File: src/rtl/hsh_pkg.sv
package hsh_pkg;

   typedef enum logic [2:0] {
      HSH_LSL = 3'd0,
      HSH_LSR = 3'd1,
      HSH_ASR = 3'd2,
      HSH_ROR = 3'd3,
      HSH_RRX = 3'd4,
      HSH_ASL = 3'd5,
      HSH_RS6 = 3'd6,
      HSH_RS7 = 3'd7
   } hsh_kind_e;

   // decoded control for the datapath
   typedef struct packed {
      logic mirror;   // left shift: run the right-shift chain on the mirrored word
      logic rotate;   // stages recirculate instead of filling
      logic arith;    // fill with the sign bit
      logic through;  // 33-bit rotate through carry
      logic bypass;   // result is the operand unchanged
      logic leftc;    // carry comes from the upper side
   } hsh_ctl_t;

endpackage

File: src/rtl/hsh_decode.sv
module hsh_decode
   import hsh_pkg::*;
#(
   parameter int AMT_W = 5
) (
   input  logic [2:0]       kind_i,
   input  logic [AMT_W-1:0] amt_i,
   output hsh_ctl_t         ctl_o
);

   hsh_kind_e kind;
   logic      amt_zero;

   assign kind     = hsh_kind_e'(kind_i);
   assign amt_zero = (amt_i == '0);

   always_comb begin
      ctl_o = '0;
      unique case (kind)
         HSH_LSL, HSH_ASL: begin
            ctl_o.mirror = 1'b1;
            ctl_o.leftc  = 1'b1;
            ctl_o.bypass = amt_zero;
         end
         HSH_LSR: ctl_o.bypass = amt_zero;
         HSH_ASR: begin
            ctl_o.arith  = 1'b1;
            ctl_o.bypass = amt_zero;
         end
         HSH_ROR: begin
            ctl_o.rotate = 1'b1;
            ctl_o.bypass = amt_zero;
         end
         HSH_RRX: ctl_o.through = 1'b1;
         default: ctl_o.bypass = 1'b1;
      endcase
   end

endmodule

File: src/rtl/hsh_stage.sv
module hsh_stage #(
   parameter int WIDTH = 32,
   parameter int DIST  = 1
) (
   input  logic [WIDTH-1:0] d_i,
   input  logic             en_i,
   input  logic             rot_i,
   input  logic             fill_i,
   output logic [WIDTH-1:0] q_o
);

   logic [DIST-1:0] top;

   assign top = rot_i ? d_i[DIST-1:0] : {DIST{fill_i}};
   assign q_o = en_i ? {top, d_i[WIDTH-1:DIST]} : d_i;

endmodule

File: src/rtl/hsh_carry.sv
module hsh_carry
   import hsh_pkg::*;
#(
   parameter int WIDTH = 32,
   parameter int AMT_W = 5
) (
   input  logic [WIDTH-1:0] operand_i,
   input  logic [AMT_W-1:0] amt_i,
   input  hsh_ctl_t         ctl_i,
   input  logic             carry_i,
   output logic             carry_o
);

   logic [AMT_W-1:0] idx_lo;
   logic [AMT_W-1:0] idx_hi;

   // right kinds lose bit n-1 last; left kinds lose bit WIDTH-n last
   assign idx_lo = amt_i - AMT_W'(1);
   assign idx_hi = AMT_W'(0) - amt_i;

   always_comb begin
      if (ctl_i.through)     carry_o = operand_i[0];
      else if (ctl_i.bypass) carry_o = carry_i;
      else if (ctl_i.leftc)  carry_o = operand_i[idx_hi];
      else                   carry_o = operand_i[idx_lo];
   end

endmodule

File: src/rtl/op2_shifter.sv
module op2_shifter
   import hsh_pkg::*;
#(
   parameter int WIDTH = 32,
   parameter int AMT_W = $clog2(WIDTH)
) (
   input  logic [WIDTH-1:0] operand_i,
   input  logic [2:0]       kind_i,
   input  logic [AMT_W-1:0] amt_i,
   input  logic             carry_i,
   output logic [WIDTH-1:0] result_o,
   output logic             carry_o
);

   localparam int NSTAGE = AMT_W;

   generate
      if (WIDTH < 2 || (WIDTH & (WIDTH - 1)) != 0)
         $error("op2_shifter: WIDTH must be a power of two of at least 2");
      if (AMT_W != $clog2(WIDTH))
         $error("op2_shifter: AMT_W must equal clog2(WIDTH)");
   endgenerate

   hsh_ctl_t ctl;

   hsh_decode #(.AMT_W(AMT_W)) u_dec (
      .kind_i (kind_i),
      .amt_i  (amt_i),
      .ctl_o  (ctl)
   );

   logic [WIDTH-1:0] mir_in;
   logic [WIDTH-1:0] mir_out;
   logic [WIDTH-1:0] chain_out;
   logic [WIDTH-1:0] through_val;
   logic             fill;
   logic [NSTAGE:0][WIDTH-1:0] lvl;

   // mirrored copies let the left shift reuse the right-shift stages
   genvar b;
   generate
      for (b = 0; b < WIDTH; b++) begin : g_mirror
         assign mir_in[b]  = operand_i[WIDTH-1-b];
         assign mir_out[b] = lvl[NSTAGE][WIDTH-1-b];
      end
   endgenerate

   assign fill   = ctl.arith & operand_i[WIDTH-1];
   assign lvl[0] = ctl.mirror ? mir_in : operand_i;

   genvar k;
   generate
      for (k = 0; k < NSTAGE; k++) begin : g_stage
         hsh_stage #(.WIDTH(WIDTH), .DIST(1 << k)) u_stg (
            .d_i    (lvl[k]),
            .en_i   (amt_i[k]),
            .rot_i  (ctl.rotate),
            .fill_i (fill),
            .q_o    (lvl[k+1])
         );
      end
   endgenerate

   assign chain_out   = ctl.mirror ? mir_out : lvl[NSTAGE];
   assign through_val = {carry_i, operand_i[WIDTH-1:1]};

   always_comb begin
      if (ctl.through)     result_o = through_val;
      else if (ctl.bypass) result_o = operand_i;
      else                 result_o = chain_out;
   end

   hsh_carry #(.WIDTH(WIDTH), .AMT_W(AMT_W)) u_cy (
      .operand_i (operand_i),
      .amt_i     (amt_i),
      .ctl_i     (ctl),
      .carry_i   (carry_i),
      .carry_o   (carry_o)
   );

endmodule

File: config.mk
export PLATFORM = sky130hd
export DESIGN_NAME = op2_shifter
export DESIGN_NICKNAME = d
export VERILOG_FILES = /design/src/rtl/hsh_pkg.sv /design/src/rtl/hsh_decode.sv /design/src/rtl/hsh_stage.sv /design/src/rtl/hsh_carry.sv /design/src/rtl/op2_shifter.sv
export SDC_FILE = /design/constraint.sdc
export NUM_CORES = 1
export LEC_CHECK = 0
export CAP_MARGIN = 25
export CELL_PAD_IN_SITES_DETAIL_PLACEMENT = 0
export CELL_PAD_IN_SITES_GLOBAL_PLACEMENT = 1
export CORE_UTILIZATION = 49
export DETAILED_ROUTE_END_ITERATION = 8
export PLACE_DENSITY = 0.95
export SLEW_MARGIN = 0
export SYNTH_ARGS = -nofsm -noshare
export SYNTH_HDL_FRONTEND = slang
export SYNTH_HIERARCHICAL = 1
export SYNTH_SLANG_ARGS = --single-unit
File: constraint.sdc
create_clock -name vclk -period 7.05
set_clock_uncertainty 0.15 [all_clocks]
set_input_delay 1.41 -clock vclk [all_inputs]
set_output_delay 1.41 -clock vclk [all_outputs]
set_load 0.02 [all_outputs]
==> run metrics, run 1 <==
status=finished, final reports clean; Worst Path Required=5.49 ns; Register Area=0 um2; largest net degree at the start of global routing=68; Worst Tran Pin Value=1.06 ns; average cell area after synthesis=10.5 um2; Pleak=2.11 nW; sequential element share of the synthesized area=0; RSZ-0062 raised after global routing=no; grt total ovfl=0; area grow syn2layout=10.4%; max cap viols=0; final worst path period need=6.87 ns; synth warn=6; DR WL/cell=21.7 um; die width=104 um; post-route setup TNS=0 ns; DR iter-0 viols=321; total I/O pin count=74; Post-DP HPWL=~11 mm; postcts setup bufs=0; Fillers=879; share of the synthesized area in the top cell type=0.223; CP Launch Type=input port; sequential cell count=0; most frequent CP cell=mux2_2; library cells used by synthesis=35; Post-Syn Nets=532; Mapped Cells=489; Worst path slowest cell=clkdlybuf4s50_1; Synth area leader=mux2_4; Final Setup Violations=0; Post-Route WL=14.2 mm; slew margin rel.=0.295; placed instance count=655; leading cell type in the layout, fill and taps excluded=mux2_2; total iterations of the first detailed-routing run=4; initial antenna violation count=0; antenna viol nets, final=0; Die Y-Extent=104 um; crit path max fanout=38; cells taking the most area after synthesis=mux2_4 (22%), mux2_2 (19%), mux2i_1 (8.0%); vias in the first global route=between 4000 and 5000; Vias per Instance=roughly 6.3; Final Hold Vio Count=0; core area=9950 um2; Starting Density=0.514; critical-path cell list=clkdlybuf4s50_1, xor2_1, nor2_4, buf_12, mux2_2, mux2_4, mux2_4, mux2_2, mux2_2, nand2_1, a31oi_1, mux2i_1, a211oi_1, clkdlybuf4s50_1; kind of critical path=in -> out; Peak supply drop=0.0000738 V; Hold-fix buffers, CTS=0; max-slew violation count=0; final worst slack=about 0.18 ns; share of cells above drive strength 1=0.438; gpl congestion=0.926; die area=10900 um2; P per Cell Area=113 nW/um2; Vias=between 4000 and 5000; Slowest Stage Delay on Critical Path=0.58 ns; Clock buffer cells=0; most frequent cells in the layout=mux2_2 (85), mux2_4 (76), clkdlybuf4s50_1 (67); pre-CTS setup slack=0.0669 ns; wire length of the first global-routing pass=22.7 mm; Cell Area, Synth=just over 5000 um2; Highest Clock Rate=145 MHz; port bufs=between 70 and 80; Finished Core Util=0.567; CP Capture Type=primary output; Final nets=568; worst min-delay path category=in -> out; DRC Markers=0; GRT Overall Usage=0.256; row cnt=36; post-route non-filler standard cell count=656; CP arrival=5.31 ns; antenna cells=0; final period utilization=0.975; area of the multi-input gates=4600 um2
-- cells in the mapped netlist (all sizes together) --
library cell and count:
a32o 1, nor3 2, and3b 1, ha 2, inv 5, a211oi 30, xor2 6, and2 1
clkbuf 7, a221oi 2, mux2 161, mux2i 41, a21oi 10, a31oi 24, nand2 25, nor3b 35
nor2 36, mux4 20, nand2b 3, nor2b 30, o21ai 1, buf 46
-- metrics by stage --
step | area (um2) | hold slack (ns) | total power [mW]
final | 5650 | 3.61 | 0.636
after global routing | 5650 | 3.65 | 0.670
after CTS | 5610 | 3.78 | 0.628
after detailed placement | 5610 | 3.77 | 0.624
after global placement | 5610 | 3.76 | 0.613
after floorplan | 5110 | 2.86 | 0.454
-- power by group --
part	switching [mW]	internal, mW
clock network	0	0
logic	0.307	0.329
registers	0	0
total	0.307	0.329
-- critical path, delay by kind of cell --
family,cells,cell delay (ns)
AO/OA/AOI/OAI,2,0.28
XOR/XNOR,1,0.22
multiplexers,6,1.87
buffers and inverters,3,1.30
AND/OR/NAND/NOR,2,0.20
-- final cells by class --
type / instances / share of cell area
tap: 133 / 0.0295
timing repair buffer: 87 / 0.152
multi-input combinational: 431 / 0.816
inverter: 5 / 0.00332
-- final timing paths --
check	cells after the start	slack [ns]	start	end
worst max-delay path	14	0.18	kind_i[2]	result_o[12]
worst min-delay path	4	3.61	operand_i[31]	result_o[30]
-- cells by family (layout without fill, tap and decap cells) --
kind of cell / count (synthesis) / count (layout) / synth area share
simple gates: 133 / 133 / 0.146
fa+ha+maj: 2 / 2 / 0.00489
mux: 222 / 222 / 0.588
buf+inv: 58 / 92 / 0.104
compound gates: 68 / 68 / 0.147
xor+xnor: 6 / 6 / 0.0103
-- timing repair --
item | 4_1_cts | 5_1_grt
gates resized for setup | 0 | 3
endpoints found under the hold margin | 0 | 0
endpoints found under the setup margin | 0 | 2
-- routing by layer --
layer  routed length (um)  GRT usage
met2                 6760      0.434
met5                    0          0
met3                  843     0.0338
met1                 6220      0.337
met4                  418     0.0755
No activity file was read; power rests on OpenSTA's default activity.
==> run 2: changes to the inputs <==
Settings changed: CORE_UTILIZATION 49 to 46, RECOVER_POWER from default to 100.
Clock period 7.05 ns to 6.8 ns, I/O delays scaled along.
==> run 2 against run 1 <==
  * Total power rose by 4.9%
  * Flip-flop and latch count stayed put
  * Highest routed layer unchanged
  * Combinational power is 4.9% higher
==> run metrics, run 2 (synthesis gave the netlist of run 1 again) <==
status=finished, final reports clean; Final nets=577 (+1.6%); core area=10800 um2 (+8.9%); sequential cell count=0 (unchanged); PnR Total Power=0.667 mW (+4.9%); final worst path period need=approximately 6.7 ns; total iterations of the first detailed-routing run=4 (unchanged); Crit. Startpoint=kind_i[0]; final period utilization=0.984; met2 GRT Util=0.435 (+0.00120); CP arrival=5.18 ns (-0.13 ns); area grow syn2layout=11.4%; CP Capture Type=primary output; Final Setup Violations=0 (unchanged); share of cells above drive strength 1=0.447 (+0.00951); crit path buf inv count=3 (unchanged); Worst Tran Pin Value=1.02 ns (-0.0320 ns); most frequent cells in the layout=mux2_2 (84), mux2_4 (76), clkdlybuf4s50_1 (60); delay-heaviest family, CP=multiplexers; Vias=4196 (+1.6%); Starting Density=0.472 (-0.0420); max-slew violation count=0 (unchanged); Slowest Stage Delay on Critical Path=0.66 ns (+0.08 ns); wire length of the first global-routing pass=23.1 mm (+1.8%); slew margin rel.=0.317 (+0.0213); port bufs=74 (unchanged); final worst slack=0.110 ns (-0.0667 ns); met3 usage=0.0176 (-0.0163); gpl congestion=0.943 (+1.8%); CP Launch Type=input port; Worst path depth=13 (-1); end point of the critical path=result_o[23]; DR iter-0 viols=184 (-43%); Clock buffer cells=0 (unchanged); Final Hold Vio Count=0 (unchanged); worst min-delay path category=in -> out; crit path max fanout=29 (-24%); gr busiest metal=met2; Worst Path Required=5.29 ns (-0.20 ns); max cap viols=0 (unchanged); kind of critical path=in -> out; Vias per Instance=6.24 (-0.82%); Finished Core Util=0.525 (-0.0417); pre-CTS setup slack=0.139 ns (+0.0722 ns); row cnt=38 (+5.6%); Worst path slowest cell=dlygate4sd3_1; DR WL/cell=21.8 um (+0.48%); Post-Route WL=14.7 mm (+2.9%); die width=107 um (+3.1%); post-route non-filler standard cell count=672 (+2.4%); placed instance count=672 (+2.6%); initial antenna violation count=0 (unchanged); Peak supply drop=0.0000777 V (+5.3%); largest net degree at the start of global routing=55 (-19%); antenna cells=0 (unchanged); Post-DP HPWL=11.7 mm (+6.9%); met1 usage=0.340 (+0.00305); total I/O pin count=74 (unchanged); GRT Overall Usage=0.256 (-0.000472); vias in the first global route=4148 (+0.70%); Pleak=2.14 nW (+1.6%); Register Area=0 um2 (unchanged); P per Cell Area=117 nW/um2 (+3.9%); Hold-fix buffers, CTS=0 (unchanged); die area=11500 um2 (+6.4%); critical-path cell list=clkdlybuf4s50_1, xor2_1, nor2_4, buf_12, mux2_2, mux2_4, mux2_4, mux2_4, mux2_2, mux2_2, mux2i_1, a211oi_2, dlygate4sd3_1; DRC Markers=0 (unchanged); postcts setup bufs=0 (unchanged); Die Y-Extent=107 um (+3.1%); hold slack=3.31 ns (-0.298 ns); antenna viol nets, final=0 (unchanged); leading cell type in the layout, fill and taps excluded=mux2_2; Highest Clock Rate=approximately 150 MHz; grt total ovfl=0 (unchanged)
==> run 2: cell types whose count changed in the layout (fill, tap and decap cells not counted), sizes merged <==
cell	delta
buf	+8
dlygate4sd3	+5
clkdlybuf4s50	-7
clkbuf	+3
==> run 2: cell type report <==
cell class                      instances  area, um2
Tap cell                              140        175
Multi-Input combinational cell        431       4600
Fill cell                             985       5140
Inverter                                5       18.8
Timing Repair Buffer                   96        898
==> run 2: tightest hold or removal path, cell delays in order <==
cell             delay [ns]
clkdlybuf4s50_1        0.42
inv_1                  0.06
a221oi_1               0.07
clkbuf_1               0.18
==> run 2: worst min path at each step <==
| stage | start | to | slack [ns] | cells past startpoint |
|---|---|---|---|---|
| 3_3_place_gp | carry_i | result_o[31] | 3.67 | 4 |
| 5_1_grt | carry_i | result_o[31] | 3.34 | 4 |
| 3_5_place_dp | carry_i | result_o[31] | 3.67 | 4 |
| 4_1_cts | carry_i | result_o[31] | 3.67 | 4 |
| 2_1_floorplan | operand_i[1] | result_o[0] | 2.76 | 2 |
| 6_report | carry_i | result_o[31] | 3.31 | 4 |
==> run 2: stage by stage <==
step | cell area, um2 | TNS [ns]
3_5_place_dp | 5700 | 0
4_1_cts | 5700 | 0
6_report | 5700 | 0
5_1_grt | 5700 | -0.00406
3_3_place_gp | 5700 | 0
2_1_floorplan | 5110 | 0
==> run 2: routing by layer <==
metal	vias up	wire length, um
li1	1952	-
met1	2075	6520
met2	139	6940
met3	30	684
met4	0	509
met5	-	0
==> run 2: report_power, final <==
group	internal, mW	switching [mW]
clock network	0	0
registers	0	0
logic	0.342	0.325
==> run 2: repair_timing <==
| action | CTS | global route |
|---|---|---|
| endpoints found under the hold margin | 0 | 0 |
| resized for setup | 0 | 7 |
| setup endpoints to repair | 0 | 6 |
